===== src/rtl/sd_blk_pkg.sv =====
`timescale 1ns/1ps
package sd_blk_pkg;

  typedef enum logic [1:0] {
    BLK_OK      = 2'd0,
    BLK_CRC_ERR = 2'd1,
    BLK_WR_ERR  = 2'd2,
    BLK_TIMEOUT = 2'd3
  } blk_status_e;

  typedef enum logic [3:0] {
    S_IDLE, S_HUNT, S_RDATA, S_RPUSH, S_RCRC,
    S_WTOK, S_WPULL, S_WDATA, S_WCRC, S_WRESP,
    S_WBUSY, S_WSTOP, S_SBUSY
  } eng_state_e;

  localparam logic [7:0] TK_SINGLE = 8'hFE;
  localparam logic [7:0] TK_MULTI  = 8'hFC;
  localparam logic [7:0] TK_STOP   = 8'hFD;
  localparam logic [7:0] TK_FILL   = 8'hFF;

  // Low five bits of the card's data response select the outcome.
  function automatic blk_status_e decode_resp(input logic [7:0] b);
    logic [7:0] m;
    m = b & 8'h1F;
    case (m)
      8'h05:   return BLK_OK;
      8'h0B:   return BLK_CRC_ERR;
      8'h0D:   return BLK_WR_ERR;
      default: return BLK_WR_ERR;
    endcase
  endfunction

  function automatic logic [31:0] scale_addr(input logic [31:0] blk, input logic hc,
                                             input int unsigned shift);
    return hc ? blk : (blk << shift);
  endfunction

endpackage


===== src/rtl/sd_blk_cnt.sv =====
`timescale 1ns/1ps
module sd_blk_cnt #(
  parameter int LIMIT = 512
) (
  input  logic clk,
  input  logic rst_n,
  input  logic clr,
  input  logic step,
  output logic last
);
  generate
    if (LIMIT <= 1) begin : g_single
      assign last = 1'b1;
    end else begin : g_count
      localparam int W = $clog2(LIMIT);
      logic [W-1:0] cnt;
      always_ff @(posedge clk or negedge rst_n) begin
        if (!rst_n)     cnt <= '0;
        else if (clr)   cnt <= '0;
        else if (step)  cnt <= cnt + 1'b1;
      end
      assign last = (cnt == W'(LIMIT - 1));
    end
  endgenerate
endmodule


===== src/rtl/sd_blk_resp_dec.sv =====
`timescale 1ns/1ps
module sd_blk_resp_dec
  import sd_blk_pkg::*;
(
  input  logic [7:0]  resp_byte,
  output blk_status_e code,
  output logic        accepted
);
  assign code     = decode_resp(resp_byte);
  assign accepted = (code == BLK_OK);
endmodule


===== src/rtl/sd_blk_addr_map.sv =====
`timescale 1ns/1ps
module sd_blk_addr_map
  import sd_blk_pkg::*;
#(
  parameter int BLOCK_BYTES = 512
) (
  input  logic [31:0] blk,
  input  logic        high_cap,
  output logic [31:0] arg
);
  localparam bit POW2 = ((BLOCK_BYTES & (BLOCK_BYTES - 1)) == 0);
  generate
    if (POW2) begin : g_shift
      assign arg = scale_addr(blk, high_cap, $clog2(BLOCK_BYTES));
    end else begin : g_mul
      assign arg = high_cap ? blk : (blk * 32'(BLOCK_BYTES));
    end
  endgenerate
endmodule


===== src/rtl/sd_blk_engine.sv =====
`timescale 1ns/1ps
module sd_blk_engine
  import sd_blk_pkg::*;
#(
  parameter int BLOCK_BYTES = 512,
  parameter int TOKEN_POLLS = 1024,
  parameter int BUSY_POLLS  = 65536,
  parameter int CNT_W       = 8
) (
  input  logic             clk,
  input  logic             rst_n,
  input  logic             start,
  input  logic [1:0]       op,
  input  logic [CNT_W-1:0] blk_count,
  input  logic [31:0]      blk_num,
  input  logic             high_cap,
  output logic [31:0]      card_arg,
  output logic             xfer_req,
  output logic [7:0]       xfer_tx,
  input  logic             xfer_done,
  input  logic [7:0]       xfer_rx,
  output logic             rd_valid,
  output logic [7:0]       rd_data,
  input  logic             rd_ready,
  output logic [15:0]      rd_crc,
  input  logic             wr_valid,
  input  logic [7:0]       wr_data,
  output logic             wr_ready,
  output logic             busy,
  output logic             done,
  output logic [1:0]       status
);

  eng_state_e       st;
  blk_status_e      blk_st, status_q, rsp_code;
  logic             multi_q, crc_second, rsp_ok;
  logic [CNT_W-1:0] blk_rem;
  logic [7:0]       hold;

  // Named events, also used by the bound checker.
  logic in_hunt, in_busy, byte_last, tok_last, bsy_last, blk_last;
  logic ev_tok_seen, ev_poll_expire, ev_resp_taken;
  logic byte_clr, byte_step;

  assign in_hunt  = (st == S_HUNT);
  assign in_busy  = (st == S_WBUSY) || (st == S_SBUSY);
  assign blk_last = (blk_rem == CNT_W'(1));

  assign ev_tok_seen    = in_hunt && xfer_done && (xfer_rx == TK_SINGLE);
  assign ev_poll_expire = (in_hunt && xfer_done && (xfer_rx != TK_SINGLE) && tok_last) ||
                          (in_busy && xfer_done && (xfer_rx != TK_FILL) && bsy_last);
  assign ev_resp_taken  = (st == S_WRESP) && xfer_done;

  assign byte_clr  = (st == S_IDLE) || (st == S_WTOK) || in_hunt;
  assign byte_step = ((st == S_RPUSH) && rd_ready) || ((st == S_WDATA) && xfer_done);

  sd_blk_cnt #(.LIMIT(BLOCK_BYTES)) u_bytes (
    .clk(clk), .rst_n(rst_n), .clr(byte_clr), .step(byte_step), .last(byte_last)
  );

  sd_blk_cnt #(.LIMIT(TOKEN_POLLS)) u_tok_tmr (
    .clk(clk), .rst_n(rst_n), .clr(!in_hunt), .step(in_hunt && xfer_done), .last(tok_last)
  );

  sd_blk_cnt #(.LIMIT(BUSY_POLLS)) u_bsy_tmr (
    .clk(clk), .rst_n(rst_n), .clr(!in_busy), .step(in_busy && xfer_done), .last(bsy_last)
  );

  sd_blk_resp_dec u_dec (
    .resp_byte(xfer_rx), .code(rsp_code), .accepted(rsp_ok)
  );

  sd_blk_addr_map #(.BLOCK_BYTES(BLOCK_BYTES)) u_addr (
    .blk(blk_num), .high_cap(high_cap), .arg(card_arg)
  );

  // Exchange requests and transmitted byte per state.
  always_comb begin
    xfer_req = 1'b0;
    xfer_tx  = TK_FILL;
    case (st)
      S_HUNT, S_RDATA, S_RCRC, S_WCRC, S_WRESP, S_WBUSY, S_SBUSY: xfer_req = 1'b1;
      S_WTOK: begin
        xfer_req = 1'b1;
        xfer_tx  = multi_q ? TK_MULTI : TK_SINGLE;
      end
      S_WDATA: begin
        xfer_req = 1'b1;
        xfer_tx  = hold;
      end
      S_WSTOP: begin
        xfer_req = 1'b1;
        xfer_tx  = TK_STOP;
      end
      default: ;
    endcase
  end

  assign rd_valid = (st == S_RPUSH);
  assign rd_data  = hold;
  assign wr_ready = (st == S_WPULL);
  assign busy     = (st != S_IDLE);
  assign status   = status_q;

  always_ff @(posedge clk or negedge rst_n) begin
    if (!rst_n) begin
      st         <= S_IDLE;
      multi_q    <= 1'b0;
      blk_rem    <= '0;
      hold       <= '0;
      crc_second <= 1'b0;
      blk_st     <= BLK_OK;
      status_q   <= BLK_OK;
      done       <= 1'b0;
      rd_crc     <= '0;
    end else begin
      done <= 1'b0;
      case (st)
        S_IDLE: if (start) begin
          crc_second <= 1'b0;
          multi_q    <= op[1];
          blk_rem    <= (blk_count == '0) ? CNT_W'(1) : blk_count;
          blk_st     <= BLK_OK;
          if (op == 2'b00) begin
            rd_crc <= '0;
            st     <= S_HUNT;
          end else begin
            st <= S_WTOK;
          end
        end
        S_HUNT: if (xfer_done) begin
          if (xfer_rx == TK_SINGLE) st <= S_RDATA;
          else if (tok_last) begin
            done     <= 1'b1;
            status_q <= BLK_TIMEOUT;
            st       <= S_IDLE;
          end
        end
        S_RDATA: if (xfer_done) begin
          hold <= xfer_rx;
          st   <= S_RPUSH;
        end
        S_RPUSH: if (rd_ready) st <= byte_last ? S_RCRC : S_RDATA;
        S_RCRC: if (xfer_done) begin
          rd_crc     <= {rd_crc[7:0], xfer_rx};
          crc_second <= !crc_second;
          if (crc_second) begin
            done     <= 1'b1;
            status_q <= BLK_OK;
            st       <= S_IDLE;
          end
        end
        S_WTOK:  if (xfer_done) st <= S_WPULL;
        S_WPULL: if (wr_valid) begin
          hold <= wr_data;
          st   <= S_WDATA;
        end
        S_WDATA: if (xfer_done) st <= byte_last ? S_WCRC : S_WPULL;
        S_WCRC: if (xfer_done) begin
          crc_second <= !crc_second;
          if (crc_second) st <= S_WRESP;
        end
        S_WRESP: if (xfer_done) begin
          blk_st <= rsp_ok ? BLK_OK : rsp_code;
          st     <= S_WBUSY;
        end
        S_WBUSY: if (xfer_done) begin
          if (xfer_rx == TK_FILL) begin
            if (multi_q) begin
              if ((blk_st != BLK_OK) || blk_last) st <= S_WSTOP;
              else begin
                blk_rem <= blk_rem - 1'b1;
                st      <= S_WTOK;
              end
            end else begin
              done     <= 1'b1;
              status_q <= blk_st;
              st       <= S_IDLE;
            end
          end else if (bsy_last) begin
            done     <= 1'b1;
            status_q <= BLK_TIMEOUT;
            st       <= S_IDLE;
          end
        end
        S_WSTOP: if (xfer_done) st <= S_SBUSY;
        S_SBUSY: if (xfer_done) begin
          if (xfer_rx == TK_FILL) begin
            done     <= 1'b1;
            status_q <= blk_st;
            st       <= S_IDLE;
          end else if (bsy_last) begin
            done     <= 1'b1;
            status_q <= BLK_TIMEOUT;
            st       <= S_IDLE;
          end
        end
        default: st <= S_IDLE;
      endcase
    end
  end

endmodule


===== config.mk =====
export PLATFORM = sky130hd
export DESIGN_NAME = sd_blk_engine
export DESIGN_NICKNAME = d
export VERILOG_FILES = /design/src/rtl/sd_blk_pkg.sv /design/src/rtl/sd_blk_cnt.sv /design/src/rtl/sd_blk_resp_dec.sv /design/src/rtl/sd_blk_addr_map.sv /design/src/rtl/sd_blk_engine.sv
export SDC_FILE = /design/constraint.sdc
export NUM_CORES = 1
export LEC_CHECK = 0
export BUFFER_PORTS_ARGS = -buffer_cell sky130_fd_sc_hd__buf_2
export CORE_ASPECT_RATIO = 0.75
export CORE_UTILIZATION = 53
export CTS_CLUSTER_SIZE = 40
export DETAILED_ROUTE_END_ITERATION = 6
export HOLD_SLACK_MARGIN = 0.05
export PLACE_DENSITY = 0.81
export SLEW_MARGIN = 5
export SYNTH_ARGS = -nofsm -noshare
export SYNTH_HDL_FRONTEND = slang
export SYNTH_SLANG_ARGS = --single-unit

===== constraint.sdc =====
create_clock -name clk -period 2.85 [get_ports clk]
set_clock_uncertainty 0.2 [all_clocks]
set_input_delay 0.1425 -clock clk [delete_from_list [all_inputs] [get_ports clk]]
set_output_delay 0.1425 -clock clk [all_outputs]
set_load 0.05 [all_outputs]

==> flow_metrics.env <==
export IMPL_status="finished with violations"
export IMPL_violations="design-rule violations"
export IMPL_drv_cap=0
export IMPL_track_usage_pct=30.0
export IMPL_final_nets=734
export IMPL_core_um2=8640
export IMPL_period_needed_ns=2.69
export IMPL_synthArstFlopShare_pct=100
export IMPL_leakagePower_uw=0.00275
export IMPL_crit_arrival_ns=2.71
export IMPL_wl_per_cell_um=17.8
export IMPL_p_sw_uw=2600
export IMPL_fin_crit_sh_pct=94.3
export IMPL_swShare_pct=47.0
export IMPL_cts_htree_levels=3
export IMPL_die_area_um2=9480
export IMPL_core_rowCount=29
export IMPL_dpl_hpwl_mm=9.84
export IMPL_final_area_um2=6150
export IMPL_cts_buffer_depth=2
export IMPL_worstSetupPathType="reg2reg"
export IMPL_synth_avg_cell_area_um2=9.52
export IMPL_ios=136
export IMPL_yosys_most_used_dff="dfrtp_1"
export IMPL_ys_ff_latch=78
export IMPL_clk_latency_ns=0.34
export IMPL_crit_fanout=13
export IMPL_areaGrowthSynthToFinish_pct=27.6
export IMPL_routed_wl_mm=13.8
export IMPL_num_vias=4671
export IMPL_synth_distinct_cells=69
export IMPL_cts_made_buffers=9
export IMPL_cpMaxStageDelayCell="dlygate4sd3_1"
export IMPL_routabilityCongestion=0.924
export IMPL_p_int_uw=2940
export IMPL_firstDrtPassIters=7
export IMPL_cts_tree="yes"
export IMPL_endpoint_kind="flop"
export IMPL_crit_start="st[3]"
export IMPL_rsz0062_at_grt="false"
export IMPL_overflow=0
export IMPL_post_route_drc_count=15
export IMPL_worstPathRequired_ns=2.87
export IMPL_synth_area_um2=4820
export IMPL_portBuffers=135
export IMPL_initial_core_util_pct=55.8
export IMPL_cts_root_buf="clkbuf_16"
export IMPL_yosys_warnings=0
export IMPL_clock_sinks=78
export IMPL_setup_worst_path_start_class="flop"
export IMPL_drive_above_1_share_pct=31.6
export IMPL_via_per_inst=6.01
export IMPL_ant_nets=0
export IMPL_slew_headroom_pct=33.4
export IMPL_hold_start="xfer_done"
export IMPL_syn_num_nets=577
export IMPL_r2r_start="st[3]"
export IMPL_die_h_um=84.6
export IMPL_ir_worst_vdd_v=0.000628
export IMPL_cp_cell_sequence="buf_4 > nor2_1 > and3_1 > mux2i_1 > dlygate4sd3_1 > a21oi_1"
export IMPL_p_seq_share_pct=31.7
export IMPL_fmax_ghz=0.372
export IMPL_ys_seq_area_share_pct=40.5
export IMPL_synth_edf_count=0
export IMPL_netlist_instances=506
export IMPL_placedInstanceArea_um2=5570
export IMPL_min_path_type="in2reg"
export IMPL_clk_pin_slew_ns=0.06
export IMPL_grt_pass1_vias=4462
export IMPL_die_w_um=112
export IMPL_finalSetupTns_ns=0
export IMPL_yosys_top_cells_area="dfrtp_1, mux2_2, nor2_1, mux2i_1, a22o_1"
export IMPL_antenna_found_initial=1
export IMPL_p_total_uw=5540
export IMPL_p_per_area_nw_per_um2=902
export IMPL_grt_start_max_net_pins=79
export IMPL_synth_area_leader_cell="dfrtp_1"
export IMPL_synth_top_area_share_pct=40.5
export IMPL_hold_violations=0
export IMPL_drtIter0Drc=496
export IMPL_yosys_top_cells_count="dfrtp_1, nor2_1, a21oi_1"
export IMPL_pwr_share_clk_pct=21.0
export IMPL_drv_slew=0
export IMPL_post_synth_top_count_cell="dfrtp_1"
export IMPL_worstMarginPinSlew_ns=0.999
export IMPL_comb_power_share_pct=47.3
export IMPL_grt_first_pass_wirelength_mm=22.2
export IMPL_slowest_delay_ns=0.56
export IMPL_setup_viol=0
==> timing repair <==
action | in CTS | in global routing
hold endpoints to repair | 103 | 0
resized for setup | 0 | 0
hold buffers | 27 | 0
buffers inserted | 0 | 0
==> placed cells by master (no fill, tap or decap), types with 5 or more instances in the layout <==
| cell type | instances |
|---|---|
| nand2_1 | 21 |
| and2_1 | 14 |
| o21ai_0 | 14 |
| ha_1 | 6 |
| a31oi_1 | 6 |
| a21oi_1 | 26 |
| nand4_1 | 16 |
| a22o_1 | 16 |
| xor2_1 | 15 |
| nor2_1 | 68 |
| mux2_2 | 24 |
| a221oi_1 | 5 |
| or3_1 | 7 |
| dfrtp_1 | 78 |
| inv_1 | 12 |
| clkbuf_16 | 9 |
| xnor2_1 | 10 |
| and3_1 | 10 |
| or2_2 | 8 |
| nand2b_1 | 9 |
| o21ai_1 | 6 |
| buf_2 | 134 |
| buf_4 | 13 |
| mux2i_1 | 16 |
| o21a_1 | 5 |
| nand3_1 | 15 |
| dlygate4sd3_1 | 27 |
| nor3_1 | 8 |
==> critical path: cells and delay by family (launching register included) <==
kind            cells  cell delay (ns)
buf+inv             2             0.82
simple gates        2             0.69
flops               1             0.55
mux                 1             0.23
compound gates      1             0.06
==> layout make-up <==
class | instances | area [um2]
Clock inverter | 5 | 57.6
Fill cell | 655 | 2490
Clock buffer | 11 | 243
Tap cell | 108 | 135
Timing Repair Buffer | 174 | 1040
Sequential cell | 78 | 1950
Antenna cell | 1 | 2.50
Inverter | 12 | 45.0
Multi-Input combinational cell | 388 | 2670
==> state kept, by name (all words and copies together), names as in the netlist, 2 cells and up <==
signal	count
st	4
u_bytes.g_count.cnt	9
u_tok_tmr.g_count.cnt	10
rd_data	8
status	2
u_bsy_tmr.g_count.cnt	16
blk_rem	8
blk_st	2
rd_crc	16
==> stage by stage <==
step	setup WS, ns	instances	utilization [%]	hold WS, ns
final	0.162	777	71.2	0.116
after global routing	0.0156	777	71.2	0.133
after CTS	0.226	776	71.2	0.0903
after detailed placement	0.395	733	64.5	0.170
after global placement	0.484	733	64.5	0.157
after floorplan	0.376	506	-	-0.353
==> path summary, 6_finish.rpt <==
kind	end	cells past startpoint	slack [ns]
worst min register to register	rd_crc[15]	1	0.30
min in group asynchronous	u_bsy_tmr.g_count.cnt[8]	2	0.30
worst max register to register	rd_data[1]	6	0.16
worst min-delay path	u_bsy_tmr.g_count.cnt[1]	3	0.12
worst max-delay path	rd_data[1]	6	0.16
max in group asynchronous	rd_crc[12]	2	1.50
==> metal layers <==
| layer | GRT usage [%] | routed length [um] | up-vias |
|---|---|---|---|
| met2 | 48.4 | 6470 | 236 |
| li1 | - | - | 2152 |
| met5 | 0 | 0 | - |
| met4 | 10.9 | 352 | 0 |
| met3 | 6.21 | 1090 | 37 |
| met1 | 40.3 | 5940 | 2246 |
==> power by group through the flow <==
stage	registers, uW	clock network [uW]	logic (uW)
CTS	1740	1190	2590
global placement	1740	0	2510
floorplan	2190	0	1460
finish	1760	1170	2620
detailed placement	1760	0	2550
global route	1790	1230	2780
==> logic make-up (layout without fill, tap and decap cells) <==
| kind of cell | Yosys count | count (layout) | share of synthesized area [%] |
|---|---|---|---|
| AND/OR/NAND/NOR | 201 | 201 | 23.0 |
| AO/OA/AOI/OAI | 115 | 115 | 17.2 |
| flip-flops | 78 | 78 | 40.5 |
| multiplexers | 41 | 41 | 9.17 |
| buffers and inverters | 40 | 202 | 3.97 |
| XOR/XNOR | 25 | 25 | 4.55 |
| adder cells (fa/ha/maj) | 6 | 6 | 1.56 |
| other | 0 | 1 | 0 |
(Power assumes the default switching activity.)
